===== config.mk =====
export PLATFORM = sky130hd
export DESIGN_NAME = tmr_irq_ctrl
export DESIGN_NICKNAME = d
export VERILOG_FILES = /design/src/rtl/tmr_irq_pkg.sv /design/src/rtl/tmr_irq_dp.sv /design/src/rtl/tmr_irq_ctl.sv /design/src/rtl/tmr_irq_ctrl.sv
export SDC_FILE = /design/constraint.sdc
export NUM_CORES = 1
export LEC_CHECK = 0
export BUFFER_PORTS_ARGS = -buffer_cell sky130_fd_sc_hd__buf_2
export CAP_MARGIN = 20
export CORE_AREA = 2 2 39 41
export CTS_BUF_LIST = sky130_fd_sc_hd__clkbuf_4 sky130_fd_sc_hd__clkbuf_8 sky130_fd_sc_hd__clkbuf_16
export CTS_CLUSTER_SIZE = 30
export DETAILED_ROUTE_END_ITERATION = 8
export DIE_AREA = 0 0 41 43
export PLACE_DENSITY = 0.55
export SYNTH_ARGS = -nofsm -noshare
export SYNTH_HDL_FRONTEND = slang
export SYNTH_SLANG_ARGS = --single-unit

===== constraint.sdc =====
create_clock -name clk -period 1.14 [get_ports clk]
set_input_delay 0.114 -clock clk [delete_from_list [all_inputs] [get_ports clk]]
set_output_delay 0.114 -clock clk [all_outputs]
set_load 0.01 [all_outputs]

===== src/rtl/tmr_irq_pkg.sv =====
package tmr_irq_pkg;
  localparam int TMR_NUM = 2;
  localparam int PRIO_W  = 2;
  localparam int ADDR_W  = 2;
  localparam int REG_W   = (PRIO_W > TMR_NUM) ? PRIO_W : TMR_NUM;

  localparam logic [ADDR_W-1:0] ADDR_PRIO = ADDR_W'(0);
  localparam logic [ADDR_W-1:0] ADDR_EN   = ADDR_W'(1);
  localparam logic [ADDR_W-1:0] ADDR_FLAG = ADDR_W'(2);

  typedef struct packed {
    logic prioWr;
    logic enWr;
    logic flagClr;
  } regStb_t;
endpackage


===== src/rtl/tmr_irq_dp.sv =====
module tmr_irq_dp
  import tmr_irq_pkg::*;
(
  input  logic               clk,
  input  logic               rst_n,
  input  regStb_t            stb,
  input  logic [ADDR_W-1:0]  addr,
  input  logic [REG_W-1:0]   wrData,
  input  logic [TMR_NUM-1:0] uflow,
  output logic [TMR_NUM-1:0] flags,
  output logic [TMR_NUM-1:0] enBits,
  output logic [PRIO_W-1:0]  prio,
  output logic [REG_W-1:0]   rdData
);

  always_ff @(posedge clk or negedge rst_n) begin
    if (!rst_n) begin
      prio   <= '0;
      enBits <= '0;
    end else begin
      if (stb.prioWr) prio   <= wrData[PRIO_W-1:0];
      if (stb.enWr)   enBits <= wrData[TMR_NUM-1:0];
    end
  end

  for (genvar i = 0; i < TMR_NUM; i++) begin : g_flag
    logic clrHit;
    assign clrHit = stb.flagClr & wrData[i];

    always_ff @(posedge clk or negedge rst_n) begin
      if (!rst_n)         flags[i] <= 1'b0;
      else if (uflow[i])  flags[i] <= 1'b1;
      else if (clrHit)    flags[i] <= 1'b0;
    end

    // an underflow always leaves the flag set
    p_flag_set_r2: assert property (@(posedge clk) disable iff (!rst_n)
      uflow[i] |=> flags[i]);
    // a clearing write without an underflow leaves the flag clear
    p_flag_clr_r3: assert property (@(posedge clk) disable iff (!rst_n)
      (clrHit && !uflow[i]) |=> !flags[i]);
    // with no underflow and no clear, the flag holds
    p_flag_hold_r3: assert property (@(posedge clk) disable iff (!rst_n)
      (!clrHit && !uflow[i]) |=> $stable(flags[i]));
  end

  always_comb begin
    rdData = '0;
    unique case (addr)
      ADDR_PRIO: rdData[PRIO_W-1:0]  = prio;
      ADDR_EN:   rdData[TMR_NUM-1:0] = enBits;
      ADDR_FLAG: rdData[TMR_NUM-1:0] = flags;
      default:   rdData = '0;
    endcase
  end

endmodule


===== src/rtl/tmr_irq_ctl.sv =====
module tmr_irq_ctl
  import tmr_irq_pkg::*;
(
  input  logic               clk,
  input  logic               rst_n,
  input  logic               wrEn,
  input  logic [ADDR_W-1:0]  addr,
  input  logic [TMR_NUM-1:0] flags,
  input  logic [TMR_NUM-1:0] enBits,
  input  logic [PRIO_W-1:0]  prio,
  input  logic               mode16,
  input  logic [PRIO_W-1:0]  cpuMask,
  output regStb_t            stb,
  output logic               irqReq,
  output logic [PRIO_W-1:0]  irqLevel
);

  always_comb begin
    stb.prioWr  = wrEn && (addr == ADDR_PRIO);
    stb.enWr    = wrEn && (addr == ADDR_EN);
    stb.flagClr = wrEn && (addr == ADDR_FLAG);
  end

  logic [TMR_NUM-1:0] effEn;
  logic               pendHit;
  logic               aboveMask;

  always_comb begin
    effEn = enBits;
    if (mode16) effEn[0] = 1'b0;
  end

  assign pendHit   = |(flags & effEn);
  assign aboveMask = (prio > cpuMask);
  assign irqReq    = pendHit && aboveMask;
  assign irqLevel  = irqReq ? prio : '0;

  // level 0 never requests
  p_lvl0_quiet_r5: assert property (@(posedge clk) disable iff (!rst_n)
    (prio == '0) |-> !irqReq);
  // a request always sits strictly above the CPU mask
  p_above_mask_r6: assert property (@(posedge clk) disable iff (!rst_n)
    irqReq |-> (irqLevel > cpuMask));
  // nothing pending and enabled means no request
  p_need_pend_r6: assert property (@(posedge clk) disable iff (!rst_n)
    ((flags & enBits) == '0) |-> !irqReq);
  // in chained mode only timer 1 can request
  p_mode16_r8: assert property (@(posedge clk) disable iff (!rst_n)
    (mode16 && !(flags[1] && enBits[1])) |-> !irqReq);

endmodule


===== src/rtl/tmr_irq_ctrl.sv =====
module tmr_irq_ctrl
  import tmr_irq_pkg::*;
(
  input  logic               clk,
  input  logic               rst_n,
  input  logic               wrEn,
  input  logic [ADDR_W-1:0]  addr,
  input  logic [REG_W-1:0]   wrData,
  output logic [REG_W-1:0]   rdData,
  input  logic [TMR_NUM-1:0] uflow,
  input  logic               mode16,
  input  logic [PRIO_W-1:0]  cpuMask,
  output logic               irqReq,
  output logic [PRIO_W-1:0]  irqLevel
);

  regStb_t            stb;
  logic [TMR_NUM-1:0] flags;
  logic [TMR_NUM-1:0] enBits;
  logic [PRIO_W-1:0]  prio;

  tmr_irq_ctl u_ctl (
    .clk      (clk),
    .rst_n    (rst_n),
    .wrEn     (wrEn),
    .addr     (addr),
    .flags    (flags),
    .enBits   (enBits),
    .prio     (prio),
    .mode16   (mode16),
    .cpuMask  (cpuMask),
    .stb      (stb),
    .irqReq   (irqReq),
    .irqLevel (irqLevel)
  );

  tmr_irq_dp u_dp (
    .clk    (clk),
    .rst_n  (rst_n),
    .stb    (stb),
    .addr   (addr),
    .wrData (wrData),
    .uflow  (uflow),
    .flags  (flags),
    .enBits (enBits),
    .prio   (prio),
    .rdData (rdData)
  );

endmodule


* Yosys cells after proc, flatten, opt, wreduce, memory -nomap -nowiden
Index checks and enable logic that the tools add are counted.
** Word-level totals
- Register bits after elaboration :: 6
- Output and inout bits :: 5
- Input port bits :: 12
- Word-level logic and storage cells :: 25
** Operators by class
- Bitwise gates (word level) :: 3
- Reductions and logical operators :: 8
- Eq/ne operators :: 2
- Mux-type cells :: 7
- Magnitude comparators :: 1
** Operators by type and width (count)
- 2-bit one-hot mux with 3 select lines :: 1
- 1-bit two-way mux :: 5
- 1-bit logical AND :: 4
- 2-bit nonzero test :: 2
- 1-bit bitwise AND :: 2
- 2-bit bitwise AND :: 1
- 2-bit by 1-bit == test with 1-bit output, second input constant :: 1
- 2-bit == test, second input constant :: 1
- 2-bit greater-than comparator :: 1
- 2-bit zero test :: 1
- 2-bit two-way mux :: 1
- 2-bit OR reduction :: 1

* Depth between registers and ports, before layout
- Depth in word-level cells :: 5
- Depth in mapped cells :: 4
- Depth with buffers taken out :: 4

* By module
From an unflattened synthesis, not the netlist that was laid out.
** Second synthesis, totals
- Cells, all modules :: 36
- Area, all modules :: 399.1 µm²
** Modules (own cells, without submodules)
- tmr_irq_dp :: sequential area each 150.1 µm², cells each 19, times used 1, area an instance 261.5 µm²
- tmr_irq_ctl :: sequential area each 0.0 µm², cells each 17, times used 1, area an instance 137.6 µm²

* Worst setup path after synthesis
No wires, ideal clock.
- Path kind :: register to output
- Start :: register u_dp.prio[1]
- End :: output irqLevel[0]
- Cell stages (with the launch flop) :: 4
- Data required time :: 1.026 ns
- Buffers on the path :: 0
- Data arrival time :: 1.247 ns
- Slack :: -0.221 ns
- Cells stage by stage :: dfrtp_1 -> ha_1 -> a21bo_2 -> a221oi_1
** On the way
- Word-level cells in the longest chain between the ends :: 3
** Ends and longest elaborated chain
- from (decl) :: line tmr_irq_dp.sv:12 : output logic [PRIO_W-1:0] prio,
- from (signal assigned) :: line tmr_irq_dp.sv:21 : if (stb.prioWr) prio <= wrData[PRIO_W-1:0];
- 2-bit greater-than comparator :: line tmr_irq_ctl.sv:34 : assign aboveMask = (prio > cpuMask);
- 1-bit logical AND :: line tmr_irq_ctl.sv:35 : assign irqReq = pendHit && aboveMask;
- 2-bit two-way mux :: line tmr_irq_ctl.sv:36 : assign irqLevel = irqReq ? prio : '0;
- to (decl) :: line tmr_irq_ctrl.sv:14 : output logic [PRIO_W-1:0] irqLevel
Every way passes these cells.

* Worst setup path in the final report
- Start :: register u_dp.prio[1]
- End :: output irqLevel[1]
** On the way
- Word-level cells in the longest chain between the ends :: 3
** Ends and longest elaborated chain (line)
- 2-bit greater-than comparator :: tmr_irq_ctl.sv:34
- 1-bit logical AND :: tmr_irq_ctl.sv:35
- 2-bit two-way mux (*) :: tmr_irq_ctl.sv:36
Mark *: on every way between the ends. The rest lies on a longest branch, timed or not.

==> results.yml <==
cells_and_area:
  fin_nets: 77
  area_growth_from_synthesis_to_layout_pct: 56.0
  finalInstanceArea_um2: 631
  final_core_utilization: 0.456
  antenna_cells: 0
  most_common_cell_after_layout_fill_and_taps_aside: "sky130_fd_sc_hd__buf_2"
  most_frequent_cells_in_the_layout: "sky130_fd_sc_hd__buf_2 (16), sky130_fd_sc_hd__dfrtp_1 (6), sky130_fd_sc_hd__buf_4 (5)"
  final_layout_size_suffix_gt1_frac: 0.607
cts:
  clk_pin_slew_worst_paths_ps: 50
  tritoncts.num_buffers: 3
  cts_tree: "yes"
  h-tree-depth: 1
  clkLatencyLatePin_ps: 240
  clock_tree.buffer_depth: 2
  cts_root_buf: "sky130_fd_sc_hd__clkbuf_4"
  clock-sinks: 6
floorplan:
  chipWidth_um: 41
  placement_rows: 14
  die_height_um: 43
  floorplan.die_area_mm2: 0.00176
  effective_utilization_at_floorplan: 0.292
  core_region_area_mm2: 0.00138
  i_o_pins: 17
worst_setup_path:
  rr_startpoint: "u_dp.prio[1]"
  timing.critical_path.required_ps: 1030
  worst_setup_path_end_kind: "primary output"
  timing.setup.critical_path_class: "flop to primary output"
  worst_setup_path_start_kind: "flop"
  path_max_fanout: 4
  crit_start: "u_dp.prio[1]"
  worst_ep_arrival_time_ps: 1440
place:
  dp.final_hpwl_um: 750
  place.port_buffers: 16
  gp_congestion: 0.712
  detailed_place.area_um2: 571
global_routing:
  globalRouteTotalUtil: 0.130
  first_global_vias: 384
  total_overflow_reported_by_the_global_router: 0
  grt_antenna_before_repair: 0
  grt_start_max_net_pins: 8
  grt_first_pass_wirelength_mm: 1.56
route:
  ant_nets: 0
  drt_first_iter_violations: 9
  post_drt_via_cell_ratio: 5.08
  dr_total_vias: 391
  drc: 0
  wirelength_um: 912
  routed_wire_length_per_instance_um: 11.8
  drt_pass1_iterations: 7
status:
  violations: "setup timing"
  outcome: "finished, violations left"
synth:
  library_cell_occupying_the_most_area_in_the_post_synthesis_netlist: "sky130_fd_sc_hd__dfrtp_1"
  syn_area_per_cell_um2: 11.5
  synth_area_um2: 404
  netlist_instances: 35
  netlist_top_cells_area: "sky130_fd_sc_hd__dfrtp_1 (37%), sky130_fd_sc_hd__ha_1 (6.2%), sky130_fd_sc_hd__mux2_1 (5.6%), sky130_fd_sc_hd__mux2_2 (5.6%), sky130_fd_sc_hd__a21bo_2 (5.0%)"
  synth.yosys.seq_area_share: 0.372
  synth.ff_latch_count: 6
  mappedNetlistNets: 49
  yosysWarnings: 0
  synth_top_area_share: 0.372
  yosysUniqueCellTypes: 18
power_and_ir_drop:
  p_leak_nw: 0.287
  power.ir.vdd_worst_mv: 0.768
  power_density_cells_mw_per_mm2: 1290
  p_total_mw: 0.815
sta:
  timing.fmax_mhz: 642
  post-route-period-util: 1.37
  maxSlewHeadroom: 0.831
  finalCriticalPeriod_ps: 1560
  worst_clock_skew_ps: 0
  hold_violations: 0
  rsz0062_at_grt: "yes"
  final_critical_path_setup_slack_ps: -418
  totalNegativeSetupSlack_ps: -1470
  report.final.setup_viol: 5
  slew_viol_final: 0
  tightestPinTransition_ps: 253
  holdWs_ps: 45.6
run:
  cap_violations: 0
min_path:
  hold_start: "uflow[0]"
  hp-class: "primary input to flop"
[where the power goes]
group	total [mW]	leakage [nW]	switching [mW]	internal [mW]
Sequential	0.263	0.0656	0.0193	0.243
Clock	0.194	0.0138	0.0749	0.119
Combinational	0.358	0.208	0.155	0.203
[repair_timing]
action / 4_1_cts / 5_1_grt
buffers inserted: 1 / 0
hold endpoints to repair: 6 / 0
gates resized for setup: 4 / 0
setup endpoints to repair: 5 / 5
hold buffers: 1 / 0
pin swaps: 3 / 1
[layer usage]
layer / track usage / vias to the layer above / wire length (µm)
met4: 0.0200 / 0 / 0
met1: 0.171 / 186 / 431
met3: 0.0628 / 0 / 69
met5: 0 / - / 0
met2: 0.194 / 16 / 411
li1: - / 189 / -
[synthesized netlist by cell type, drive strengths merged]
| master | count |
|---|---|
| inv | 3 |
| nand2b | 1 |
| dfrtp | 6 |
| buf | 1 |
| nor3b | 1 |
| a21o | 2 |
| ha | 2 |
| nand3b | 2 |
| a222oi | 1 |
| nand2 | 1 |
| nand4b | 2 |
| mux2i | 2 |
| a21bo | 2 |
| o2bb2ai | 2 |
| mux2 | 4 |
| a221oi | 2 |
| nor2b | 1 |
[worst paths after layout]
path | to | slack, ps | cells after the start
min in group asynchronous | u_dp.prio[1] | 220 | 2
min | u_dp.flags[0] | 50 | 2
min reg2reg | u_dp.flags[0] | 580 | 2
max in group asynchronous | u_dp.flags[1] | 780 | 2
max reg2reg | u_dp.prio[1] | 120 | 3
max | irqLevel[1] | -420 | 4
[final cells by class]
type / count / area [µm²]
Fill cell: 140 / 753
Tap cell: 16 / 20.0
Inverter: 3 / 11.3
Timing Repair Buffer: 24 / 150
Clock buffer: 3 / 22.5
Sequential cell: 6 / 150
Multi-Input combinational cell: 25 / 277
[critical path, stage by stage, from the launching register on]
cell and delay (ps):
sky130_fd_sc_hd__dfrtp_1 400, sky130_fd_sc_hd__ha_4 250, sky130_fd_sc_hd__a21bo_2 220, sky130_fd_sc_hd__a221oi_2 180
sky130_fd_sc_hd__buf_2 170
[registers in the layout, summed over array words and instances (netlist names)]
signal       cells
u_dp.enBits      2
u_dp.flags       2
u_dp.prio        2
[kinds of logic (layout without fill, tap and decap cells)]
kind of cell / after synthesis / count (layout) / share of synthesized area
AOI/OAI and AO/OA: 9 / 9 / 0.198
adders and majority gates: 2 / 2 / 0.0619
buffers and inverters: 4 / 30 / 0.0557
DFF: 6 / 6 / 0.372
muxes: 6 / 6 / 0.161
and+or+nand+nor: 8 / 8 / 0.152
[through the flow]
| step | setup slack, ps | std cells |
|---|---|---|
| floorplan | -118 | 35 |
| global placement | -208 | 72 |
| detailed placement | -188 | 72 |
| CTS | -419 | 77 |
| global route | -499 | 77 |
| finish | -418 | 77 |
(Power assumes the default switching activity.)
